<file path="src/rtl/flash_pkg.sv">
package flash_pkg;

  typedef enum logic [2:0] {
    S_IDLE,
    S_CHARGE,
    S_READY,
    S_ARM,
    S_TRIG
  } state_t;

  // control -> datapath strobes
  typedef struct packed {
    logic runTimer;
    logic runPulse;
  } ctrl_t;

  // datapath -> control status
  typedef struct packed {
    logic levelOk;
    logic timeoutHit;
    logic pulseDone;
  } stat_t;

endpackage

</file>
<file path="src/rtl/flash_dp.sv">
module flash_dp
  import flash_pkg::*;
#(
  parameter int CONFIRM_N = 4,
  parameter int SYNC_N    = 2,
  parameter int TW        = 16,
  parameter int PW        = 8
) (
  input  logic          clk,
  input  logic          rstN,
  input  logic          atLevel,
  input  logic [TW-1:0] timeoutLimit,
  input  logic [PW-1:0] pulseLen,
  input  ctrl_t         ctrl,
  output stat_t         stat
);
  localparam int CW = $clog2(CONFIRM_N + 1);
  localparam logic [CW-1:0] CONF_MAX = CW'(CONFIRM_N);

  logic [SYNC_N-1:0] syncQ;
  logic [CW-1:0]     confirmCnt;
  logic [TW-1:0]     timer;
  logic [PW-1:0]     pulseCnt;
  logic [PW-1:0]     pulseLast;

  // synchroniser chain, one flop per stage
  genvar g;
  generate
    for (g = 0; g < SYNC_N; g++) begin : g_sync
      always_ff @(posedge clk or negedge rstN) begin
        if (!rstN)       syncQ[g] <= 1'b0;
        else if (g == 0) syncQ[g] <= atLevel;
        else             syncQ[g] <= syncQ[(g == 0) ? 0 : g - 1];
      end
    end
  endgenerate

  // consecutive-sample confirmation, saturating
  always_ff @(posedge clk or negedge rstN) begin
    if (!rstN)                        confirmCnt <= '0;
    else if (!syncQ[SYNC_N-1])        confirmCnt <= '0;
    else if (confirmCnt != CONF_MAX)  confirmCnt <= confirmCnt + 1'b1;
  end

  // charge-time budget
  always_ff @(posedge clk or negedge rstN) begin
    if (!rstN)              timer <= '0;
    else if (ctrl.runTimer) timer <= timer + 1'b1;
    else                    timer <= '0;
  end

  // trigger pulse length
  always_ff @(posedge clk or negedge rstN) begin
    if (!rstN)              pulseCnt <= '0;
    else if (ctrl.runPulse) pulseCnt <= pulseCnt + 1'b1;
    else                    pulseCnt <= '0;
  end

  assign pulseLast       = (pulseLen == '0) ? '0 : pulseLen - 1'b1;
  assign stat.levelOk    = (confirmCnt == CONF_MAX);
  assign stat.timeoutHit = ctrl.runTimer && (timer == timeoutLimit);
  assign stat.pulseDone  = ctrl.runPulse && (pulseCnt == pulseLast);

endmodule

</file>
<file path="src/rtl/flash_fsm.sv">
module flash_fsm
  import flash_pkg::*;
(
  input  logic  clk,
  input  logic  rstN,
  input  logic  chargeReq,
  input  logic  fireCmd,
  input  logic  stopCmd,
  input  stat_t stat,
  output ctrl_t ctrl,
  output logic  chargeEn,
  output logic  ready,
  output logic  arm,
  output logic  trigger,
  output logic  fault
);
  state_t state, nextState;
  logic   faultQ, setFault;

  always_comb begin
    nextState = state;
    setFault  = 1'b0;
    if (stopCmd) begin
      nextState = S_IDLE;
    end else begin
      unique case (state)
        S_IDLE:   if (chargeReq && !faultQ) nextState = S_CHARGE;
        S_CHARGE: begin
          if (stat.levelOk)         nextState = S_READY;
          else if (stat.timeoutHit) begin
            nextState = S_IDLE;
            setFault  = 1'b1;
          end
          else if (!chargeReq)      nextState = S_IDLE;
        end
        S_READY:  if (fireCmd)        nextState = S_ARM;
        S_ARM:    nextState = S_TRIG;
        S_TRIG:   if (stat.pulseDone) nextState = S_IDLE;
        default:  nextState = S_IDLE;
      endcase
    end
  end

  always_ff @(posedge clk or negedge rstN) begin
    if (!rstN) begin
      state  <= S_IDLE;
      faultQ <= 1'b0;
    end else begin
      state  <= nextState;
      faultQ <= faultQ | setFault;
    end
  end

  assign ctrl.runTimer = (state == S_CHARGE);
  assign ctrl.runPulse = (state == S_TRIG);

  assign chargeEn = (state == S_CHARGE);
  assign ready    = (state == S_READY);
  assign arm      = (state == S_ARM) || (state == S_TRIG);
  assign trigger  = (state == S_TRIG);
  assign fault    = faultQ;

endmodule

</file>
<file path="src/rtl/flash_ctrl.sv">
module flash_ctrl
  import flash_pkg::*;
#(
  parameter int CONFIRM_N = 4,
  parameter int TW        = 16,
  parameter int PW        = 8
) (
  input  logic          clk,
  input  logic          rstN,
  input  logic          chargeReq,
  input  logic          atLevel,
  input  logic          fireCmd,
  input  logic          stopCmd,
  input  logic [TW-1:0] timeoutLimit,
  input  logic [PW-1:0] pulseLen,
  output logic          chargeEn,
  output logic          ready,
  output logic          arm,
  output logic          trigger,
  output logic          fault
);
  ctrl_t ctrl;
  stat_t stat;

  flash_dp #(
    .CONFIRM_N(CONFIRM_N),
    .SYNC_N   (2),
    .TW       (TW),
    .PW       (PW)
  ) u_dp (
    .clk         (clk),
    .rstN        (rstN),
    .atLevel     (atLevel),
    .timeoutLimit(timeoutLimit),
    .pulseLen    (pulseLen),
    .ctrl        (ctrl),
    .stat        (stat)
  );

  flash_fsm u_fsm (
    .clk      (clk),
    .rstN     (rstN),
    .chargeReq(chargeReq),
    .fireCmd  (fireCmd),
    .stopCmd  (stopCmd),
    .stat     (stat),
    .ctrl     (ctrl),
    .chargeEn (chargeEn),
    .ready    (ready),
    .arm      (arm),
    .trigger  (trigger),
    .fault    (fault)
  );

endmodule

</file>
<file path="config.mk">
export PLATFORM = sky130hd
export DESIGN_NAME = flash_ctrl
export DESIGN_NICKNAME = d
export VERILOG_FILES = /design/src/rtl/flash_pkg.sv /design/src/rtl/flash_dp.sv /design/src/rtl/flash_fsm.sv /design/src/rtl/flash_ctrl.sv
export SDC_FILE = /design/constraint.sdc
export NUM_CORES = 1
export LEC_CHECK = 0
export BUFFER_PORTS_ARGS = -buffer_cell sky130_fd_sc_hd__buf_2
export CAP_MARGIN = 20
export CORE_ASPECT_RATIO = 0.5
export CORE_MARGIN = 1.5
export CORE_UTILIZATION = 28
export DETAILED_ROUTE_END_ITERATION = 6
export GPL_ROUTABILITY_DRIVEN = 0
export SLEW_MARGIN = 20
export SYNTH_ARGS = -nofsm -noshare
export SYNTH_HDL_FRONTEND = slang
export SYNTH_SLANG_ARGS = --single-unit
</file>
<file path="constraint.sdc">
create_clock -name clk -period 3.9 [get_ports clk]
set_input_delay 0.39 -clock clk [delete_from_list [all_inputs] [get_ports clk]]
set_output_delay 0.39 -clock clk [all_outputs]
set_load 0.01 [all_outputs]
</file>
Word level (Yosys, flattened, before mapping)
Cells that the tools add are included.

Add/subtract/negate cells: 4. Eq/ne operators: 13. Mux-type cells: 17. Bitwise gates (word level): 1. Reduce and logical (&&, ||, !) cells: 8.

Operators with widths (count): 3-bit 2-to-1 mux (9); 16-bit by 1-bit adder with 16-bit output (second input constant) (1); 16-bit equality test (1); 16-bit 2-to-1 mux (1); 8-bit 2-to-1 mux (2); 3-bit one-hot mux with 5 select lines (1); 8-bit by 1-bit adder with 8-bit output (second input constant) (1); 8-bit equality test (1); 8-bit zero test (1); 8-bit by 1-bit subtractor with 8-bit output (second input constant) (1); 3-bit by 2-bit equality test with 1-bit output (second input constant) (2); 3-bit equality test (second input constant) (2); 3-bit != test (second input constant) (2); 5-bit by 3-bit != test with 1-bit output (second input constant) (1); 1-bit 2-to-1 mux (4); 4-bit AND reduction (1); 3-bit by 1-bit adder with 3-bit output (second input constant) (1); 3-bit by 1-bit equality test with 1-bit output (second input constant) (1); 1-bit logical AND (3); 3-bit zero test (1); 3-bit by 1-bit != test with 1-bit output (second input constant) (1); 3-bit by 2-bit != test with 1-bit output (second input constant) (1); 2-bit != test (second input constant) (1); 1-bit zero test (1); 2 further kinds (2).

Bits in registers: 33. Input bits: 30. Output and inout port bits: 5. Logic and storage cells: 50.

Depth between registers and ports, before layout
Word-level depth: 7. Depth in mapped cells: 9. Gate-level depth less buffers: 8.

Modules after synthesis
From an unflattened synthesis, not the netlist that was laid out.

Cell total of the unflattened synthesis: 216. Area total of the unflattened synthesis: 2097.0 um^2.

By module, submodules not included: flash_dp (instances 1, cells an instance 191, area an instance 1851.8 um^2, sequential area each 725.7 um^2); flash_fsm (instances 1, cells an instance 25, area an instance 245.2 um^2, sequential area each 100.1 um^2).

Least setup slack after synthesis
Ideal clock, no wire load.

Path kind: in2reg. Start point: input pulseLen[0]. End point: register u_fsm.state[2]. Library setup time: 0.132 ns. Arrival: 2.123 ns. Data required time: 3.768 ns. Setup slack: 1.645 ns. Stages on the path: 9. Path buffers: 1. Path through: inv_1 ha_1 clkbuf_1 or3b_1 or4_1 o211a_1 a211oi_2 and4_1 o31ai_1.

Word-level cells in the longest chain between the ends: 6. Elaborated cells between the ends (all ways): 7. Classes of those cells: add/sub (1); eq/ne (2); mux (1); reduce/logical (3).

RTL lines: from (decl) (RTL line flash_ctrl.sv:15) `input logic [PW-1:0] pulseLen,`; 8-bit by 1-bit subtractor with 8-bit output / 8-bit zero test (equally long branches) (RTL line flash_dp.sv:59) `assign pulseLast = (pulseLen == '0) ? '0 : pulseLen - 1'b1;`; 8-bit 2-to-1 mux * (RTL line flash_dp.sv:59); 8-bit equality test * (RTL line flash_dp.sv:62) `assign stat.pulseDone = ctrl.runPulse && (pulseCnt == pulseLast);`; 1-bit logical AND * (RTL line flash_dp.sv:62); 3-bit by 1-bit != test with 1-bit output (no line) *; 4-bit AND reduction (no line) *; to (signal assigned) (RTL line flash_fsm.sv:49) `state <= nextState;`; to (decl) (RTL line flash_fsm.sv:17) `state_t state, nextState;`.

Every way passes the cells marked *; elsewhere a longest branch is shown, timed or not. A chain may end at the register's enable or synchronous reset.

Worst setup path after layout
Same ends and word-level chain as after synthesis.

==> results.ini <==
[run_status]
status = complete, no violations

[sta]
setup_viol_count_final = 0
clock.fmax_mhz = 453
fin_crit_ns = 2.21
finalCritPeriodShare_pct = 56.6
finalHoldViolations = 0
rsz0062_at_grt = no
relSlewSlack_pct = 48.4
slew_violations = 0
worstMarginPinSlew_ns = 0.774
tns_ns = 0
skew_ns = 0.00608

[pwr]
power_switching_mw = 0.194
intPower_mw = 0.615
power.leakage_nw = 1.12
p_comb_share_pct = 10.9
powerDensity_nw_per_um2 = 333
vdd_drop_max_v = 0.000176
p_clk_share_pct = 44.6
seq_power_share_pct = 44.5
p_sw_share_pct = 24.0

[global_routing]
grt_pass1_wl_um = 7670
grt_max_degree = 34
antenna_found_initial = 0
overflow = 0
grt_pass1_vias = 1627
grt_usage_pct = 12.4

[cts]
clkSinkCount = 33
holdBufCountCts = 0
clk_pin_slew_ns = 0.05
clockRootBuffer = clkbuf_16
cts_made_buffers = 5
h-tree-depth = 2
cts_tree = done
clock_path_buffers = 2
cts_resized = 0
post_cts_buffers = 0
clock_latency_ns = 0.27

[synthesis]
synth_commonest_cells = dfrtp_1, xor2_1, nor2_1
yosysTopAreaCell = dfrtp_1
synth.most_common_cell = dfrtp_1
synth_xor_area_share_pct = 18.4
syn_inst = 223
synth_fp_nets = 258
synthMuxAreaShare_pct = 0.488
ys_seq_area_share_pct = 40.2
synth.area.top_cells = dfrtp_1, xor2_1, nor2_1
synth_top_family_by_area = simple AND/OR/NAND/NOR gates
ys.warnings.count = 0
syn_area_per_cell_um2 = 9.20
synth-compound-area-share_pct = 9.94
async_reset_ff_share_pct = 100
synth-seq-cells = 33
synthSimpleGateAreaFrac_pct = 24.1
synthAdderAreaFrac_pct = 3.05
synth_top_cell_area_share_pct = 40.2
synth_ff_type = dfrtp_1
synth-edff-count = 0
syn_area_um2 = 2050
synth_cell_types = 44

[cells_and_area]
drive_gt1_share_pct = 16.7
insertedDiodeCount = 0
n_fill_cell = 726
area_growth_pct = 18.4
nets = 293
final_area_um2 = 2430
utilization_pct = 35.3

[worst_setup_path]
critPathArrivalTime_ns = 2.35
crit_chain = buf_2, inv_1, ha_1, or3b_1, or4_1, o211a_1, a211oi_2, and4_1, o31ai_1
worst_r2r_path_depth = 6
cpPeakStageDelay_ns = 0.46
critPathKind = in2reg
cp_slowest_cell = or3b_1
cp.required_ns = 4.04
end_kind = flop
startpoint_type = primary input
cp_max_fo = 8

[drt]
routed_wl_um = 4410
vias = 1681
drt_iter0_markers = 100
first_pass_iters = 4
drc = 0
via_per_inst = 4.82
ant_nets = 0
wl_per_cell_um = 12.6

[job]
maxCapViolCount = 0

[floorplanning]
die_y_um = 63.5
design.die.area_um2 = 7880
rows = 21
start_util_pct = 29.8
die_w_um = 124
core-area_um2 = 6880
pin_count = 35

[placement]
placed_area_um2 = 2300
numPortBuffers = 34
dp_hpwl_um = 3290

[hold_path]
worstHoldPathType = in2async

-- routing by layer --
layer | wire length [um] | GRT usage, %
met4 | 28 | 3.41
met2 | 1930 | 18.8
met5 | 0 | 0
met1 | 2280 | 17.5
met3 | 164 | 3.08
-- worst max-delay path: cells and delay by family --
kind | cells | cell delay (ns)
adders and majority gates | 1 | 0.32
and+or+nand+nor | 3 | 1.09
buffers and inverters | 2 | 0.23
AOI/OAI and AO/OA | 3 | 0.33
-- power groups by stage --
stage	combinational (mW)	sequential (mW)	clock, mW
2_1_floorplan	0.0508	0.363	0
3_3_place_gp	0.0863	0.365	0
3_5_place_dp	0.0891	0.366	0
4_1_cts	0.0897	0.360	0.371
5_1_grt	0.102	0.362	0.387
6_report	0.0880	0.360	0.361
-- state kept, by name (all words and copies together) (netlist names) --
name / flops
u_dp.timer: 16
u_dp.syncQ: 2
u_dp.confirmCnt: 3
u_fsm.state: 3
u_dp.pulseCnt: 8
u_fsm.fault: 1
-- worst paths after layout --
check                                            from                              to  slack, ns
min reg2reg                   u_dp.syncQ[0]$_DFF_PN0_         u_dp.syncQ[1]$_DFF_PN0_       0.35
max reg2reg                u_dp.pulseCnt[1]$_DFF_PN0_      u_fsm.state[2]$_DFFE_PN0P_       2.19
min in group clk                              atLevel         u_dp.syncQ[0]$_DFF_PN0_       0.23
min                                              rstN      u_fsm.state[0]$_DFFE_PN0P_       0.20
max in group asynchronous                        rstN  u_dp.confirmCnt[1]$_DFFE_PN0P_       3.21
max                                       pulseLen[0]      u_fsm.state[2]$_DFFE_PN0P_       1.69
-- final cells by class --
cell class              instances  area, um2  share of cell area (%)
flip-flops and latches         33        826                    34.0
multi-input cells             173       1150                    47.2
well taps                      92        115                    4.74
clock buffers                   5        125                    5.15
repair buffers                 34        170                    7.00
inverters                      11       41.3                    1.70
clock inverters                 1       5.00                   0.206
-- cell usage in the layout (no fill, tap or decap), types with 6 or more instances in the layout --
master / count
a21oi_1: 6
and3_1: 7
buf_2: 34
dfrtp_1: 33
inv_1: 11
nand2_1: 9
nand3_1: 12
nor2_1: 31
nor4_1: 6
o21ai_0: 6
xnor2_1: 11
xor2_1: 32
-- cells by family (layout without fill, tap and decap cells) --
logic type	count (synthesis)	count (layout)
multiplexers	1	1
adder cells (fa/ha/maj)	5	5
AO/OA/AOI/OAI	30	30
XOR/XNOR	43	43
flip-flops	33	33
AND/OR/NAND/NOR	94	94
buffers and inverters	17	51
-- metrics by stage --
stage / cells / hold slack, ns / power [mW] / setup slack (ns)
after detailed placement: 343 / 0.340 / 0.455 / 1.43
after global routing: 349 / 0.227 / 0.851 / 1.57
after global placement: 343 / 0.335 / 0.452 / 1.50
final: 349 / 0.196 / 0.809 / 1.69
after CTS: 349 / 0.225 / 0.820 / 1.71
after floorplan: 223 / 0.0944 / 0.414 / 1.64
(Power assumes the default switching activity.)
